--- config.mk ---
export PLATFORM = sky130hd
export DESIGN_NAME = tod_clock
export DESIGN_NICKNAME = d
export VERILOG_FILES = /design/src/rtl/tod_pkg.sv /design/src/rtl/tod_prescaler.sv /design/src/rtl/tod_time_chain.sv /design/src/rtl/tod_alarm.sv /design/src/rtl/tod_clock.sv
export SDC_FILE = /design/constraint.sdc
export NUM_CORES = 1
export LEC_CHECK = 0
export BUFFER_PORTS_ARGS = -buffer_cell sky130_fd_sc_hd__buf_2
export CAP_MARGIN = 40
export CORE_ASPECT_RATIO = 0.75
export CORE_MARGIN = 10
export CORE_UTILIZATION = 55
export DETAILED_ROUTE_END_ITERATION = 10
export GPL_TIMING_DRIVEN = 0
export PLACE_DENSITY = 0.77
export SLEW_MARGIN = 40
export SYNTH_ARGS = -nofsm -noshare
export SYNTH_HDL_FRONTEND = slang
export SYNTH_SLANG_ARGS = --single-unit
--- constraint.sdc ---
create_clock -name clk -period 2.7 [get_ports clk]
set_clock_uncertainty 0.2 [all_clocks]
set_input_delay 0 -clock clk [delete_from_list [all_inputs] [get_ports clk]]
set_output_delay 0 -clock clk [all_outputs]
set_load 0.005 [all_outputs]
--- src/rtl/tod_pkg.sv ---
package tod_pkg;
    typedef enum logic {
        ST_HALT = 1'b0,
        ST_RUN  = 1'b1
    } tod_state_e;

    localparam int unsigned WORD_W  = 16;
    localparam int unsigned DIGIT_W = 4;
    localparam int unsigned CODE_W  = 4;

    localparam logic [CODE_W-1:0] CODE_DIV5  = 4'h5;
    localparam logic [CODE_W-1:0] CODE_DIV6  = 4'h6;
    localparam logic [CODE_W-1:0] CODE_DIV10 = 4'hA;
endpackage

--- src/rtl/tod_prescaler.sv ---
module tod_prescaler #(
    parameter int unsigned CODE_W = 4,
    parameter int unsigned CNT_W  = 4
) (
    input  logic              clk,
    input  logic              rst_n,
    input  logic              run,
    input  logic              restart,
    input  logic              tick,
    input  logic [CODE_W-1:0] code,
    output logic              step
);
    import tod_pkg::*;

    logic [CNT_W-1:0] pcnt;
    logic [CNT_W-1:0] div_last;

    // Terminal count is divisor minus one; unknown codes divide by ten.
    always_comb begin
        unique case (code)
            CODE_DIV5: div_last = CNT_W'(4);
            CODE_DIV6: div_last = CNT_W'(5);
            default:   div_last = CNT_W'(9);
        endcase
    end

    assign step = run && tick && (pcnt == div_last) && !restart;

    always_ff @(posedge clk or negedge rst_n) begin
        if (!rst_n) begin
            pcnt <= '0;
        end else if (restart || !run) begin
            pcnt <= '0;
        end else if (tick) begin
            pcnt <= (pcnt == div_last) ? '0 : pcnt + CNT_W'(1);
        end
    end

    // count never passes the terminal value of the code in use
    assert_pcnt_range_R3: assert property (@(posedge clk) disable iff (!rst_n)
        (run && !restart) |-> (pcnt <= div_last));

    // no step unless running and fed a pulse
    assert_step_needs_tick_R2: assert property (@(posedge clk) disable iff (!rst_n)
        step |-> (run && tick));
endmodule

--- src/rtl/tod_time_chain.sv ---
module tod_time_chain #(
    parameter int unsigned WORD_W  = 16,
    parameter int unsigned DIGIT_W = 4
) (
    input  logic              clk,
    input  logic              rst_n,
    input  logic              step,
    input  logic              load_hm,
    input  logic              load_st,
    input  logic [WORD_W-1:0] load_data,
    output logic [WORD_W-1:0] cnt_hm,
    output logic [WORD_W-1:0] cnt_st
);
    localparam logic [DIGIT_W-1:0] NINE = DIGIT_W'(9);
    localparam logic [DIGIT_W-1:0] FIVE = DIGIT_W'(5);
    localparam logic [DIGIT_W-1:0] TWO  = DIGIT_W'(2);
    localparam logic [DIGIT_W-1:0] THREE = DIGIT_W'(3);
    localparam logic [DIGIT_W-1:0] ONE  = DIGIT_W'(1);
    localparam logic [DIGIT_W-1:0] ZERO = '0;

    logic [DIGIT_W-1:0] d_t, d_s1, d_s10, d_m1, d_m10, d_h1, d_h10, d_code;
    logic [DIGIT_W-1:0] n_t, n_s1, n_s10, n_m1, n_m10, n_h1, n_h10;
    logic c_t, c_s1, c_s, c_m1, c_m, h_wrap;

    assign {d_s10, d_s1, d_t, d_code} = cnt_st;
    assign {d_h10, d_h1, d_m10, d_m1} = cnt_hm;

    always_comb begin
        c_t  = (d_t >= NINE);
        n_t  = c_t ? ZERO : d_t + ONE;
        c_s1 = c_t && (d_s1 >= NINE);
        n_s1 = c_t ? ((d_s1 >= NINE) ? ZERO : d_s1 + ONE) : d_s1;
        c_s  = c_s1 && (d_s10 >= FIVE);
        n_s10 = c_s1 ? ((d_s10 >= FIVE) ? ZERO : d_s10 + ONE) : d_s10;
        c_m1 = c_s && (d_m1 >= NINE);
        n_m1 = c_s ? ((d_m1 >= NINE) ? ZERO : d_m1 + ONE) : d_m1;
        c_m  = c_m1 && (d_m10 >= FIVE);
        n_m10 = c_m1 ? ((d_m10 >= FIVE) ? ZERO : d_m10 + ONE) : d_m10;
        h_wrap = (d_h10 >= TWO) && (d_h1 >= THREE);
        n_h10 = d_h10;
        n_h1  = d_h1;
        if (c_m) begin
            if (h_wrap) begin
                n_h10 = ZERO;
                n_h1  = ZERO;
            end else if (d_h1 >= NINE) begin
                n_h10 = d_h10 + ONE;
                n_h1  = ZERO;
            end else begin
                n_h1  = d_h1 + ONE;
            end
        end
    end

    always_ff @(posedge clk or negedge rst_n) begin
        if (!rst_n) begin
            cnt_hm <= '0;
            cnt_st <= '0;
        end else begin
            if (load_hm)   cnt_hm <= load_data;
            else if (step) cnt_hm <= {n_h10, n_h1, n_m10, n_m1};
            if (load_st)   cnt_st <= load_data;
            else if (step) cnt_st <= {n_s10, n_s1, n_t, d_code};
        end
    end

    // midnight rollover clears every time digit
    assert_midnight_R5: assert property (@(posedge clk) disable iff (!rst_n)
        (step && !load_hm && !load_st && cnt_hm == 16'h2359 && cnt_st[15:4] == 12'h599)
        |=> (cnt_hm == 16'h0000 && cnt_st[15:4] == 12'h000));

    // tenths wrap to zero on a step from nine
    assert_tenths_wrap_R4: assert property (@(posedge clk) disable iff (!rst_n)
        (step && !load_st && cnt_st[7:4] == 4'h9) |=> (cnt_st[7:4] == 4'h0));

    // a load takes priority over any step
    assert_load_wins_R6: assert property (@(posedge clk) disable iff (!rst_n)
        load_st |=> (cnt_st == $past(load_data)));
endmodule

--- src/rtl/tod_alarm.sv ---
module tod_alarm #(
    parameter int unsigned WORD_W = 16
) (
    input  logic              clk,
    input  logic              rst_n,
    input  logic              alm1_wr,
    input  logic              alm2_wr,
    input  logic [WORD_W-1:0] alarm_data,
    input  logic [1:0]        cmp_en,
    input  logic              tod_on,
    input  logic [WORD_W-1:0] cnt_hm,
    input  logic [WORD_W-1:0] cnt_st,
    output logic              alarm1_out,
    output logic              alarm2_out
);
    logic [WORD_W-1:0] alm1_q, alm2_q;
    logic eq1, eq2;

    always_ff @(posedge clk or negedge rst_n) begin
        if (!rst_n) begin
            alm1_q <= '0;
            alm2_q <= '0;
        end else begin
            if (alm1_wr) alm1_q <= alarm_data;
            if (alm2_wr) alm2_q <= alarm_data;
        end
    end

    assign eq1 = (cnt_st == alm1_q);
    assign eq2 = (cnt_hm == alm2_q);
    assign alarm1_out = cmp_en[0] && eq1;
    assign alarm2_out = cmp_en[1] && eq2 && (!tod_on || eq1);

    // in time-of-day mode the second comparator needs the first word too
    assert_tod_joint_R9: assert property (@(posedge clk) disable iff (!rst_n)
        (tod_on && alarm2_out) |-> (cnt_st == alm1_q && cnt_hm == alm2_q));

    // a written alarm value is held from the next cycle
    assert_alarm_write_R10: assert property (@(posedge clk) disable iff (!rst_n)
        alm1_wr |=> (alm1_q == $past(alarm_data)));

    // first alarm never fires with its comparator off
    assert_alarm1_enable_R8: assert property (@(posedge clk) disable iff (!rst_n)
        alarm1_out |-> cmp_en[0]);
endmodule

--- src/rtl/tod_clock.sv ---
module tod_clock
    import tod_pkg::*;
#(
    parameter int unsigned W = 16
) (
    input  logic         clk,
    input  logic         rst_n,
    input  logic         tick_in,
    input  logic [1:0]   tod_mode,
    input  logic [1:0]   cmp_en,
    input  logic         load_hm,
    input  logic         load_st,
    input  logic [W-1:0] load_data,
    input  logic         save,
    input  logic         alm1_wr,
    input  logic         alm2_wr,
    input  logic [W-1:0] alarm_data,
    output logic [W-1:0] hold_hm,
    output logic [W-1:0] hold_st,
    output logic         alarm1_out,
    output logic         alarm2_out
);
    localparam int unsigned CW = CODE_W;

    tod_state_e state, state_nx;
    logic run;
    logic step;
    logic [W-1:0] cnt_hm, cnt_st;

    // Next state: GO and STOP
    always_comb begin
        state_nx = state;
        unique case (state)
            ST_HALT: if (tod_mode != 2'b00) state_nx = ST_RUN;
            ST_RUN:  if (tod_mode == 2'b00) state_nx = ST_HALT;
            default: state_nx = ST_HALT;
        endcase
    end

    always_ff @(posedge clk or negedge rst_n) begin
        if (!rst_n) state <= ST_HALT;
        else        state <= state_nx;
    end

    // Outputs of the controller
    always_comb begin
        unique case (state)
            ST_RUN:  run = 1'b1;
            default: run = 1'b0;
        endcase
    end

    always_ff @(posedge clk or negedge rst_n) begin
        if (!rst_n) begin
            hold_hm <= '0;
            hold_st <= '0;
        end else if (save) begin
            hold_hm <= cnt_hm;
            hold_st <= cnt_st;
        end
    end

    tod_prescaler #(.CODE_W(CW), .CNT_W(CW)) u_pre (
        .clk(clk), .rst_n(rst_n), .run(run), .restart(load_st),
        .tick(tick_in), .code(cnt_st[CW-1:0]), .step(step)
    );

    tod_time_chain #(.WORD_W(W), .DIGIT_W(DIGIT_W)) u_chain (
        .clk(clk), .rst_n(rst_n), .step(step), .load_hm(load_hm),
        .load_st(load_st), .load_data(load_data),
        .cnt_hm(cnt_hm), .cnt_st(cnt_st)
    );

    tod_alarm #(.WORD_W(W)) u_alarm (
        .clk(clk), .rst_n(rst_n), .alm1_wr(alm1_wr), .alm2_wr(alm2_wr),
        .alarm_data(alarm_data), .cmp_en(cmp_en), .tod_on(run),
        .cnt_hm(cnt_hm), .cnt_st(cnt_st),
        .alarm1_out(alarm1_out), .alarm2_out(alarm2_out)
    );

    // both hold registers capture the same edge's words
    assert_save_coherent_R7: assert property (@(posedge clk) disable iff (!rst_n)
        save |=> (hold_hm == $past(cnt_hm) && hold_st == $past(cnt_st)));

    // halted clock keeps its words still unless loaded
    assert_halt_still_R2: assert property (@(posedge clk) disable iff (!rst_n)
        (state == ST_HALT && !load_hm && !load_st) |=> ($stable(cnt_hm) && $stable(cnt_st)));

    // hold registers change only on save
    assert_hold_quiet_R7: assert property (@(posedge clk) disable iff (!rst_n)
        !save |=> ($stable(hold_hm) && $stable(hold_st)));
endmodule

Word-level counts from Yosys, hierarchy flattened
Index checks and enable logic that the tools add are counted.

storage, ports and cells
  logic and storage cells = 95
  register bits = 101
  bits of input ports = 44

cells by class
  reductions and logical operators = 32
  eq/ne operators = 5
  add/sub/neg operators = 8
  mux-type cells = 27
  bitwise operators = 1
  $lt $le $gt $ge = 8

operators with widths
  operator             number
  $mux 4               18
  $mux 16              4
  $add 4x1->4 const B  8
  $eq 16x16->1         2
  $reduce_bool 2->1    9
  $ge 4x4->1 const B   4
  $logic_and 1x1->1    11
  $reduce_and 2->1     5
  $eq 4x3->1 const B   2
  $ge 4x2->1 const B   2
  $ge 4x3->1 const B   2
  $pmux 4 s2           1
  $eq 4x4->1           1
  $mux 1               3
  $reduce_and 3->1     1
  $reduce_bool 3->1    1
  $logic_not 1->1      2
  $logic_not 2->1      1
  $logic_or 1x1->1     2
  $pmux 1 s2           1
  $not 1->1            1

Longest topological paths before layout
  depth in word-level cells = 8
  depth in mapped cells = 9

By module
Synthesis repeated with hierarchy kept, for this count alone.

second synthesis, totals
  cell total of the unflattened synthesis = 420
  area, all modules = 5,252.5 µm²

by module, submodules not included
  module          instances  area an instance (µm²)  cells an instance
  tod_time_chain  1          2,029.4                 205
  tod_alarm       1          1,546.5                 114
  tod_clock       1          1,376.3                 70
  tod_prescaler   1          300.3                   31

Least setup slack after synthesis
Ideal clock, no wire load.

  path kind = reg-to-reg
  start point = reg u_chain.cnt_st[4]
  end point = reg u_chain.cnt_st[6]
  library setup time = 66 ps
  path slack = 412 ps
  arrival time = 2,023 ps
  data required time = 2,434 ps
  cell stages (with the launch flop) = 8
  cells stage by stage = dfrtp_1 -> ha_1 -> or3b_2 -> a2111oi_0 -> o211ai_1 -> nor3b_1 -> a21oi_1 -> nand2_1

between the ends
  cells in the longest elaborated chain, start to end = 4
  elaborated cells on any way between the ends = 5

ends and longest elaborated chain
  item                                              line                                        RTL
  start: declaration                                tod_time_chain.sv:12                        output logic [WORD_W-1:0] cnt_st
  start signal: assignment                          tod_time_chain.sv:62                        if (load_st) cnt_st <= load_data;
  start signal: assignment                          tod_time_chain.sv:63                        else if (step) cnt_st <= {n_s10, n_s1, n_t, d_code};
  $add 4x1->4 / $ge 4x4->1 (equally long branches)  tod_time_chain.sv:30, tod_time_chain.sv:29
  $mux 4 (*)                                        tod_time_chain.sv:30                        n_t = c_t ? ZERO : d_t + ONE;
  $mux 16 (*)                                       tod_time_chain.sv:63
  $mux 16 (*)                                       tod_time_chain.sv:62

Mark *: on every way between the ends. The rest lies on a longest branch, timed or not. The select of a mux whose other input is x is not followed.
A chain may end at the register's enable or synchronous reset.

Worst setup path after layout
Same ends and word-level chain as after synthesis.

==> summary.md <==
| Metric | Value |
|---|---|
| Crit path from | u_chain.cnt_st[4] |
| Most common cell in the netlist | dfrtp_1 |
| Reg2reg path depth | 7 |
| Worst path max stage delay | 0.49 ns |
| Yosys cell types | 58 |
| Initial antenna violation count | 0 |
| Antenna Violating Nets Remaining | 0 |
| Core area | 9120 um^2 |
| Hold Worst Slack | 0.0197 ns |
| Share of cells above drive strength 1 | 30.9% |
| Max-cap violations | 0 |
| FF+latch area | 2530 um^2 |
| Gr usage total | 20.0% |
| Max Clk Rate | 391 MHz |
| Clk_lat worst skew | 0.35 ns |
| R2R Setup Slk | 0.14 ns |
| Final setup vio count | 0 |
| Initial Util | 56.9% |
| Worst path slowest cell | dfrtp_1 |
| Final core occ | 71.7% |
| Asr flop ratio synth | 100% |
| CP endpoint kind | register |
| DR vias | 4,030 |
| Clock input transition at the sequential cells of the worst setup and hold paths | 0.07 ns |
| Synth-to-Final Area Change | 26.0% |
| Fillers | 665 |
| Post-synth top area share | 48.7% |
| Buffers on Ports | 74 |
| H-tree depth | 3 |
| Cts bufs inserted | 9 |
| Chip height | 104 um |
| Status | completed |
| Die ar. | 13,800 um^2 |
| Min-delay worst type | in -> reg |
| Setup crit start kind | register |
| Reg-to-Reg End | u_chain.cnt_st[6] |
| Vias in the first global route | 4,161 |
| Register bit total from synthesis | 101 |
| Synth Instances | 449 |
| Part of the cycle the worst path needs | 94.8% |
| Post-Syn Nets | 514 |
| TritonCTS Sinks | 101 |
| Setup TNS | 0 ns |
| RR Startpoint | u_chain.cnt_st[4] |
| Via density | 5.64 |
| First-pass GRT wire length | 22,200 um |
| Ranking of synthesized cells by area | dfrtp_1 49%, mux2_2 16%, ha_1 5.1%, xnor2_1 2.9%, xor2_1 2.9% |
| Gr ovfl total | 0 |
| Hold Crit Depth | 4 |
| # diodes | 0 |
| Fin nets | 647 |
| Register area share after synthesis | 48.7% |
| CP Cell Sequence | ha_1 > or3b_2 > a2111oi_2 > o211ai_1 > nor3b_1 > a21oi_1 > nand2_1 |
| Syn Area/Cell | 11.6 um^2 |
| DRC | 0 |
| Top Ports | 78 |
| Pwr dens | 588 nW/um^2 |
| Ys flop type | dfrtp_1 |
| Top cell type by total area after synthesis | dfrtp_1 |
| Max-slew violation count | 0 |
| CTS max path bufs | 2 |
| Row Count | 30 |
| 1st-pass router iterations | 4 |
| Crit path kind | reg -> reg |
| Yosys warns | 0 |
| Detailed Route WL | 13,800 um |
| Final Hold Vio Count | 0 |
| Die Wd | 132 um |
| Most instantiated cells after synthesis | 101 x dfrtp_1, 72 x mux2_2, 31 x nand2_1 |
| Mapped Area | 5190 um^2 |
| Routed WL per cell | 19.3 um |
| Lkg Pwr | 2.91 nW |
| Tightest Pin Transition | 0.588 ns |
| CP required | 2.78 ns |
| RSZ-0062 raised after global routing | false |
| CTS tree | built |
| Peak fanout along the critical path | 8 |
| Worst rel slew slack | 60.8% |
| Clock root cell | clkbuf_16 |
| Detailed Route Iter0 Violations | 269 |
| Multi-input logic area | 2510 um^2 |
| Post-synth EDFFs | 0 |
| Max VDD drop | 0.475 mV |
| Final total power | 3.85 mW |
| GPL Wtd Cong | 0.873 |
| Arrival @ worst endpoint | 2.64 ns |
| Fin crit period | 2.56 ns |
| Worst hold start | load_hm |
| Largest net degree at the start of global routing | 76 |
| Hpwl dp | 9930 um |
| Worst hold endpoint | u_chain.cnt_hm[6] |
## cell type report
class,count,share of cell area [%]
Sequential cell,101,38.7
Inverter,25,1.43
Tap cell,128,2.45
Multi-Input combinational cell,305,38.5
Clock inverter,5,0.918
Timing Repair Buffer,122,13.5
Clock buffer,10,3.50
Buffer,18,1.05
## power by group
part           internal, mW  total [mW]  switching [mW]
logic                 0.371       0.695           0.324
registers              1.68        1.86           0.183
clock network         0.719        1.29           0.570
## how the worst max path moves through the flow
| stage | depth (start not counted) | slack, ns | end |
|---|---|---|---|
| global placement | 8 | 0.11 | u_chain.cnt_st[6] |
| CTS | 8 | 0.02 | u_chain.cnt_st[6] |
| detailed placement | 8 | 0.09 | u_chain.cnt_st[6] |
| global route | 7 | 0.03 | u_chain.cnt_st[6] |
| floorplan | 7 | 0.41 | u_chain.cnt_st[6] |
| finish | 7 | 0.14 | u_chain.cnt_st[6] |
## critical path: cells and delay by family (launching register included)
| family | cells | cell delay [ns] |
|---|---|---|
| AO/OA/AOI/OAI | 3 | 0.70 |
| adder cells (fa/ha/maj) | 1 | 0.25 |
| flip-flops | 1 | 0.49 |
| AND/OR/NAND/NOR | 3 | 0.84 |
## cells by family (layout without fill, tap and decap cells)
logic type	after synthesis	in the layout	synth area share, %
simple gates	108	108	11.8
compound gates	67	67	9.25
xor+xnor	35	35	6.05
buf+inv	43	180	3.13
flops	101	101	48.7
mux	74	74	16.0
fa+ha+maj	21	21	5.06
## state kept, by name, summed over array words and instances, names as in the netlist
signal          cells
hold_hm            16
hold_st            16
u_alarm.alm1_q     16
u_alarm.alm2_q     16
u_chain.cnt_hm     16
u_chain.cnt_st     16
u_pre.pcnt          4
state               1
## stage by stage
step                cells  area [um^2]  worst slack, ns
floorplan             449         5190            0.412
global placement      651         5720            0.110
detailed placement    652         5760           0.0889
CTS                   712         6510           0.0218
global route          714         6540           0.0317
finish                714         6540            0.140
## layer usage
layer	vias up	wire length, um	GRT usage, %	share of wire, %
li1	1865	-	-	-
met1	2003	6300	27.1	46
met2	140	6410	30.5	46
met3	22	885	5.74	6.4
met4	0	216	5.88	1.6
met5	-	0	0	0
## what timing repair did
| action | in CTS | in global routing |
|---|---|---|
| setup buffers | 0 | 2 |
| endpoints found under the hold margin | 172 | 0 |
| resized for setup | 0 | 5 |
| hold buffers | 45 | 0 |
| setup endpoints to repair | 0 | 6 |
## cells in the final DEF (no fill, tap or decap), types with 3 or more instances in the layout
master,count
a21o_1,3
a21oi_1,10
a221o_1,3
a32oi_1,4
buf_1,4
buf_2,74
clkbuf_1,14
clkbuf_16,9
dfrtp_1,99
dlygate4sd3_1,44
ha_1,21
inv_1,25
mux2_2,72
nand2_1,31
nand2b_1,7
nand3_1,9
nand4_1,6
nor2_1,18
nor3_1,5
nor3b_1,5
nor4_1,7
nor4b_1,3
o211ai_1,4
o21ai_0,13
o311ai_0,3
o31ai_1,5
xnor2_1,17
xor2_1,17
No activity file was read; power rests on OpenSTA's default activity.
